[src/rtl/bulk_rx_pkg.sv]
package bulk_rx_pkg;

    typedef enum logic [1:0] {
        BK_FREE   = 2'd0,
        BK_FILL   = 2'd1,
        BK_LOADED = 2'd2
    } bank_state_e;

    localparam int LANES = 4;

    // Bytes requested by one access: 0 -> 1, 1 -> 2, 2/3 -> 4
    function automatic logic [2:0] size_bytes(input logic [1:0] sz);
        case (sz)
            2'd0:    return 3'd1;
            2'd1:    return 3'd2;
            default: return 3'd4;
        endcase
    endfunction

endpackage

[src/rtl/rx_bank.sv]
module rx_bank
    import bulk_rx_pkg::*;
#(
    parameter int DEPTH = 64,
    parameter int CNT_W = $clog2(DEPTH + 1)
) (
    input  logic             clk,
    input  logic             rst_n,
    input  logic             wr_byte,
    input  logic [7:0]       wr_data,
    input  logic             wr_end,
    input  logic [2:0]       pop,
    output bank_state_e      state,
    output logic [CNT_W-1:0] remaining,
    output logic [31:0]      peek,
    output logic             closing,
    output logic             releasing
);
    localparam int IDX_W = (DEPTH > 1) ? $clog2(DEPTH) : 1;

    logic [7:0]       mem [DEPTH];
    logic [CNT_W-1:0] fill_cnt;
    logic [CNT_W-1:0] pkt_len;
    logic [CNT_W-1:0] fill_next;
    logic [CNT_W-1:0] rd_idx;
    logic             take_byte;
    bank_state_e      state_d;

    always_comb begin
        take_byte = wr_byte && (state != BK_LOADED) && (fill_cnt < CNT_W'(DEPTH));
        fill_next = fill_cnt + (take_byte ? CNT_W'(1) : CNT_W'(0));
        closing   = wr_end && (state != BK_LOADED) && (fill_next != '0);
        releasing = (state == BK_LOADED) && (pop != 3'd0) && (CNT_W'(pop) >= remaining);
    end

    always_comb begin
        state_d = state;
        unique case (state)
            BK_FREE: begin
                if (closing)        state_d = BK_LOADED;
                else if (take_byte) state_d = BK_FILL;
            end
            BK_FILL: begin
                if (closing)        state_d = BK_LOADED;
            end
            BK_LOADED: begin
                if (releasing)      state_d = BK_FREE;
            end
            default:                state_d = BK_FREE;
        endcase
    end

    always_ff @(posedge clk) begin
        if (!rst_n) state <= BK_FREE;
        else        state <= state_d;
    end

    always_ff @(posedge clk) begin
        if (!rst_n) begin
            fill_cnt  <= '0;
            pkt_len   <= '0;
            remaining <= '0;
        end else begin
            if (closing) begin
                pkt_len   <= fill_next;
                remaining <= fill_next;
                fill_cnt  <= '0;
            end else if (take_byte) begin
                fill_cnt  <= fill_next;
            end
            if (state == BK_LOADED && pop != 3'd0)
                remaining <= releasing ? '0 : remaining - CNT_W'(pop);
        end
    end

    always_ff @(posedge clk) begin
        if (take_byte) mem[fill_cnt[IDX_W-1:0]] <= wr_data;
    end

    assign rd_idx = pkt_len - remaining;

    always_comb begin
        logic [CNT_W:0] idx;
        peek = '0;
        for (int k = 0; k < LANES; k++) begin
            idx = {1'b0, rd_idx} + (CNT_W+1)'(k);
            if (idx < (CNT_W+1)'(DEPTH))
                peek[31-8*k -: 8] = mem[idx[IDX_W-1:0]];
        end
    end

endmodule

[src/rtl/rx_window.sv]
module rx_window
    import bulk_rx_pkg::*;
#(
    parameter int CNT_W = 7
) (
    input  logic             rd_req,
    input  logic [1:0]       size,
    input  logic [CNT_W-1:0] avail,
    input  logic [31:0]      peek,
    output logic [2:0]       pop,
    output logic [31:0]      data,
    output logic             short_read
);
    logic [2:0] req;

    always_comb begin
        req        = size_bytes(size);
        short_read = rd_req && (CNT_W'(req) > avail);
        if (!rd_req)         pop = 3'd0;
        else if (short_read) pop = avail[2:0];
        else                 pop = req;
        data = '0;
        for (int k = 0; k < LANES; k++) begin
            if (k < int'(pop))
                data[(int'(req) - 1 - k)*8 +: 8] = peek[31-8*k -: 8];
        end
    end

endmodule

[src/rtl/bulk_rx_pingpong.sv]
module bulk_rx_pingpong
    import bulk_rx_pkg::*;
#(
    parameter int DEPTH = 64
) (
    input  logic        clk,
    input  logic        rst_n,
    input  logic        sie_valid,
    input  logic [7:0]  sie_data,
    input  logic        sie_end,
    input  logic        bus_en,
    input  logic        bus_we,
    input  logic        bus_sel,
    input  logic [1:0]  bus_size,
    output logic [31:0] bus_rdata,
    output logic        pkt_avail,
    output logic        buf_full,
    output logic        underflow
);
    localparam int CNT_W  = $clog2(DEPTH + 1);
    localparam int NBANKS = 2;

    logic             fill_ptr;
    logic             read_ptr;
    bank_state_e      bk_state   [NBANKS];
    logic [CNT_W-1:0] bk_rem     [NBANKS];
    logic [31:0]      bk_peek    [NBANKS];
    logic             bk_close   [NBANKS];
    logic             bk_rel     [NBANKS];
    logic [2:0]       bk_pop     [NBANKS];
    logic [CNT_W-1:0] act_cnt;
    logic             data_rd;
    logic             cnt_rd;
    logic [2:0]       win_pop;
    logic [31:0]      win_data;
    logic             win_short;

    assign data_rd = bus_en && !bus_we && !bus_sel;
    assign cnt_rd  = bus_en && !bus_we &&  bus_sel;

    for (genvar b = 0; b < NBANKS; b++) begin : g_bank
        assign bk_pop[b] = (read_ptr == 1'(b)) ? win_pop : 3'd0;
        rx_bank #(.DEPTH(DEPTH), .CNT_W(CNT_W)) u_bank (
            .clk       (clk),
            .rst_n     (rst_n),
            .wr_byte   (sie_valid && (fill_ptr == 1'(b))),
            .wr_data   (sie_data),
            .wr_end    (sie_end && (fill_ptr == 1'(b))),
            .pop       (bk_pop[b]),
            .state     (bk_state[b]),
            .remaining (bk_rem[b]),
            .peek      (bk_peek[b]),
            .closing   (bk_close[b]),
            .releasing (bk_rel[b])
        );
    end

    always_comb begin
        act_cnt = (bk_state[read_ptr] == BK_LOADED) ? bk_rem[read_ptr] : '0;
    end

    rx_window #(.CNT_W(CNT_W)) u_window (
        .rd_req     (data_rd),
        .size       (bus_size),
        .avail      (act_cnt),
        .peek       (bk_peek[read_ptr]),
        .pop        (win_pop),
        .data       (win_data),
        .short_read (win_short)
    );

    always_ff @(posedge clk) begin
        if (!rst_n) begin
            fill_ptr  <= 1'b0;
            read_ptr  <= 1'b0;
            underflow <= 1'b0;
        end else begin
            if (bk_close[fill_ptr]) fill_ptr <= ~fill_ptr;
            if (bk_rel[read_ptr])   read_ptr <= ~read_ptr;
            if (win_short)          underflow <= 1'b1;
        end
    end

    always_comb begin
        pkt_avail = (bk_state[0] == BK_LOADED) || (bk_state[1] == BK_LOADED);
        buf_full  = (bk_state[0] == BK_LOADED) && (bk_state[1] == BK_LOADED);
        if (data_rd)     bus_rdata = win_data;
        else if (cnt_rd) bus_rdata = 32'(act_cnt);
        else             bus_rdata = '0;
    end

endmodule

[config.mk]
export PLATFORM = sky130hd
export DESIGN_NAME = bulk_rx_pingpong
export DESIGN_NICKNAME = d
export VERILOG_FILES = /design/src/rtl/bulk_rx_pkg.sv /design/src/rtl/rx_bank.sv /design/src/rtl/rx_window.sv /design/src/rtl/bulk_rx_pingpong.sv
export SDC_FILE = /design/constraint.sdc
export NUM_CORES = 2
export LEC_CHECK = 0
export ABC_CLOCK_PERIOD_IN_PS = 16300
export CAP_MARGIN = 40
export CORE_MARGIN = 4
export CORE_UTILIZATION = 40
export CTS_CLUSTER_SIZE = 40
export DETAILED_ROUTE_END_ITERATION = 10
export GPL_TIMING_DRIVEN = 0
export PLACE_DENSITY = 0.64
export RECOVER_POWER = 50
export SLEW_MARGIN = 0
export SYNTH_ARGS = -nofsm -noshare
export SYNTH_HDL_FRONTEND = slang
export SYNTH_HIERARCHICAL = 1
export SYNTH_SLANG_ARGS = --single-unit
[constraint.sdc]
create_clock -name clk -period 16.3 [get_ports clk]
set_input_delay 3.26 -clock clk [delete_from_list [all_inputs] [get_ports clk]]
set_output_delay 3.26 -clock clk [all_outputs]
set_load 0.1 [all_outputs]
==> run_results.csv <==
group,metric,value,unit
logic_synthesis,async_flop_share,0,
placement,gp_congestion,1.12,
setup_path,path_buf_inv,11,
logic_synthesis,synth_cell_types,104,
power,peakVddDrop,0.114,mV
route,firstDrtPassIters,6,
run,maxCapViolCount,16,
hold_path,hold_class,"reg -> reg",
sta,whs,0.468,ns
cts,ctsHoldBuffers,0,
setup_path,crit_slowest_cell,"clkbuf_1",
route,drc,0,
final_layout,layout_commonest_cell,"edfxtp_1",
route,postRouteAntennaNets,0,
logic_synthesis,syn_nets,4597,
power,design_power_total,13.4,mW
power,power.switching,6.06,mW
power,p_leak,27.4,nW
die,fp.dieW,425,um
die,core,172000,um^2
logic_synthesis,synth_warnings,6,
sta,min_period_over_period,0.862,
route,drt-vias-per-instance,7.30,
sta,fin_skew,0.0375,ns
setup_path,cp.arrival,10.80,ns
final_layout,layout.cells.most_common_list,"1,024 x edfxtp_1, 915 x mux4_2, 423 x mux2i_1, 324 x nand2_1, 228 x nor2_1",
power,p_sw_frac,0.452,
setup_path,startpoint_type,"flop",
setup_path,critPathKind,"reg -> out",
die,ios,52,
logic_synthesis,netlist_area,69400,um^2
final_layout,num-nets-final,5021,
route,routed_wl,336,mm
global_route,grt_pass1_wl,447,mm
cts,clk_latency,0.80,ns
logic_synthesis,ys.flop_type,"edfxtp_1",
setup_path,ff2ff_path_depth,20,
route,wl_per_cell,45.6,um
route,vias,53906,
placement,place_area,75900,um^2
sta,tightestPinTransition,5.55,ns
sta,max_freq,0.0711,GHz
die,std_cell_rows,152,
setup_path,cp_max_fo,11,
setup_path,worstSetupPathDepth,24,
setup_path,worstPathCellList,"ha_1 > inv_1 > fa_1 > xnor2_4 > inv_4 > buf_2 > buf_2 > buf_2 > ha_1 > buf_2 > buf_2 > clkbuf_1 > buf_1 > mux4_2 > nand2_1 > nand4_1 > nand4_1 > o211ai_1 > mux2_2 > and2_1 > a22o_1 > and2_1 > clkdlybuf4s50_1 > buf_16",
final_layout,design_area,79800,um^2
logic_synthesis,syn_inst,4540,
sta,rsz0062_at_grt,"false",
cts,cts_tree,"yes",
sta,finalSetupViolCount,0,
status,violations,"max-capacitance violations, max-slew violations",
final_layout,fillers,15017,
cts,cts_sinks,1073,
setup_path,max_stage_delay,0.73,ns
sta,tns,0,ns
logic_synthesis,synth_edf_count,1024,
power,seqPwrFrac,0.228,
final_layout,fin_util,0.464,
status,status,"complete, but fails checks",
placement,portBuffers,50,
global_route,grt_pass1_vias,50878,
cts,postCtsSetupBuffers,0,
global_route,grt_overflow_total,0,
logic_synthesis,ys_seq_area_frac,0.457,
logic_synthesis,synth-seq-cells,1073,
power,power_frac_clock,0.217,
logic_synthesis,synth_area_per_cell,15.3,um^2
global_route,grt_max_degree,97,
sta,hold_viol,0,
route,initialDrtViolationCount,9589,
power,p_int,7.33,mW
cts,numCtsBuffers,121,
die,start_util,0.403,
sta,final.min_clock_period,14.06,ns
cts,cts.root.buffer_cell,"clkbuf_16",
cts,clockBufferDepth,3,
die,die_height,425,um
cts,clk_pin_slew,0.06,ns
die,die-area,180000,um^2
final_layout,area_growth_syn_to_layout,15.0,%
placement,hpwlAfterDp,259,mm
setup_path,worst_path_most_repeated_cell,"buf_2",
sta,slew_viol_final,1047,
global_route,grt.total_usage,0.366,
setup_path,end_kind,"primary output",
setup_path,cp.required,13.04,ns
final_layout,drive_above_1_share,0.349,
hold_path,hold_depth,2,
setup_path,cpLargestDelayFamily,"buffers and inverters",
power,p_per_area,168,nW/um^2
cts,cts-resized-gates,0,
power,combPwrFrac,0.555,
cts,htree_levels,3,
global_route,antenna_found_initial,24,
sta,slew_headroom,-2.70,
[cells by family (layout without fill, tap and decap cells)]
family                     count (synthesis)  in the layout  synth area share
muxes                                   1448           1448             0.376
DFF                                     1073           1073             0.457
and+or+nand+nor                          992            992            0.0681
AOI/OAI and AO/OA                        485            485            0.0510
buffers and inverters                    440            967            0.0301
xor gates and xnor gates                  62             62            0.0106
adders and majority gates                 40             40           0.00764
other                                      0              7                 0
[state kept, by name (all words and copies together) (netlist names)]
name,count
fill_ptr,1
g_bank.u_bank/fill_cnt,14
g_bank.u_bank/mem,1024
g_bank.u_bank/pkt_len,14
g_bank.u_bank/remaining,14
g_bank.u_bank/state,4
read_ptr,1
underflow,1
[path summary, 6_finish.rpt]
check / start / to / slack [ns]
worst min register to register: g_bank[0].u_bank/pkt_len[3] / g_bank[0].u_bank/pkt_len[3] / 0.47
worst min-delay path: g_bank[0].u_bank/pkt_len[3] / g_bank[0].u_bank/pkt_len[3] / 0.47
worst max register to register: g_bank[0].u_bank/state[1] / g_bank[0].u_bank/remaining[4] / 10.76
worst max-delay path: g_bank[0].u_bank/remaining[0] / bus_rdata[9] / 2.24
[power groups by stage]
stage               Clock, mW  Sequential [mW]  Combinational (mW)
floorplan                   0             3.10                3.73
global placement            0             3.12                6.83
detailed placement          0             3.11                7.03
CTS                      2.93             3.05                7.06
global route             3.05             3.06                7.31
finish                   2.90             3.06                7.42
[per-stage QoR]
step                      setup WS (ns)  instances
after CTS                          2.83       7374
final                              2.24       7384
after floorplan                    7.03       4540
after global routing               2.43       7377
after global placement             2.88       6900
after detailed placement           3.72       7148
[routing by layer]
metal | share of wire | GRT usage
met1 | 0.34 | 0.450
met2 | 0.45 | 0.563
met3 | 0.12 | 0.107
met4 | 0.088 | 0.243
met5 | 0.00062 | 0
[synth_stat cells, types with 43 or more instances]
cell | instances | area share
edfxtp_1 | 1024 | 0.44
mux4_2 | 915 | 0.30
mux2i_1 | 423 | 0.061
nand2_1 | 324 | 0.018
nor2_1 | 239 | 0.013
buf_2 | 172 | 0.012
clkbuf_1 | 140 | 0.0076
mux2_2 | 107 | 0.017
nand3_1 | 97 | 0.0070
a21oi_1 | 76 | 0.0055
a211oi_1 | 66 | 0.0071
and2_1 | 56 | 0.0050
nor3_1 | 51 | 0.0037
dfxtp_1 | 49 | 0.014
o22ai_1 | 45 | 0.0041
buf_4 | 43 | 0.0046
o21ai_0 | 43 | 0.0031
[layout make-up]
| class | instances | area [um^2] | area share |
|---|---|---|---|
| Tap cell | 2310 | 2890 | 0.0362 |
| Sequential cell | 1073 | 31700 | 0.397 |
| Antenna cell | 7 | 17.5 | 0.000219 |
| Multi-Input combinational cell | 3027 | 35700 | 0.447 |
| Timing Repair Buffer | 301 | 3260 | 0.0408 |
| Inverter | 43 | 165 | 0.00207 |
| Buffer | 397 | 1930 | 0.0241 |
| Clock inverter | 91 | 1030 | 0.0129 |
| Clock buffer | 135 | 3130 | 0.0392 |
[worst min-delay path, cell delays in order, from the launching register on]
cell and delay, ns:
dfxtp_1 0.31, nand2_1 0.05, a21oi_1 0.05
(Power assumes the default switching activity.)
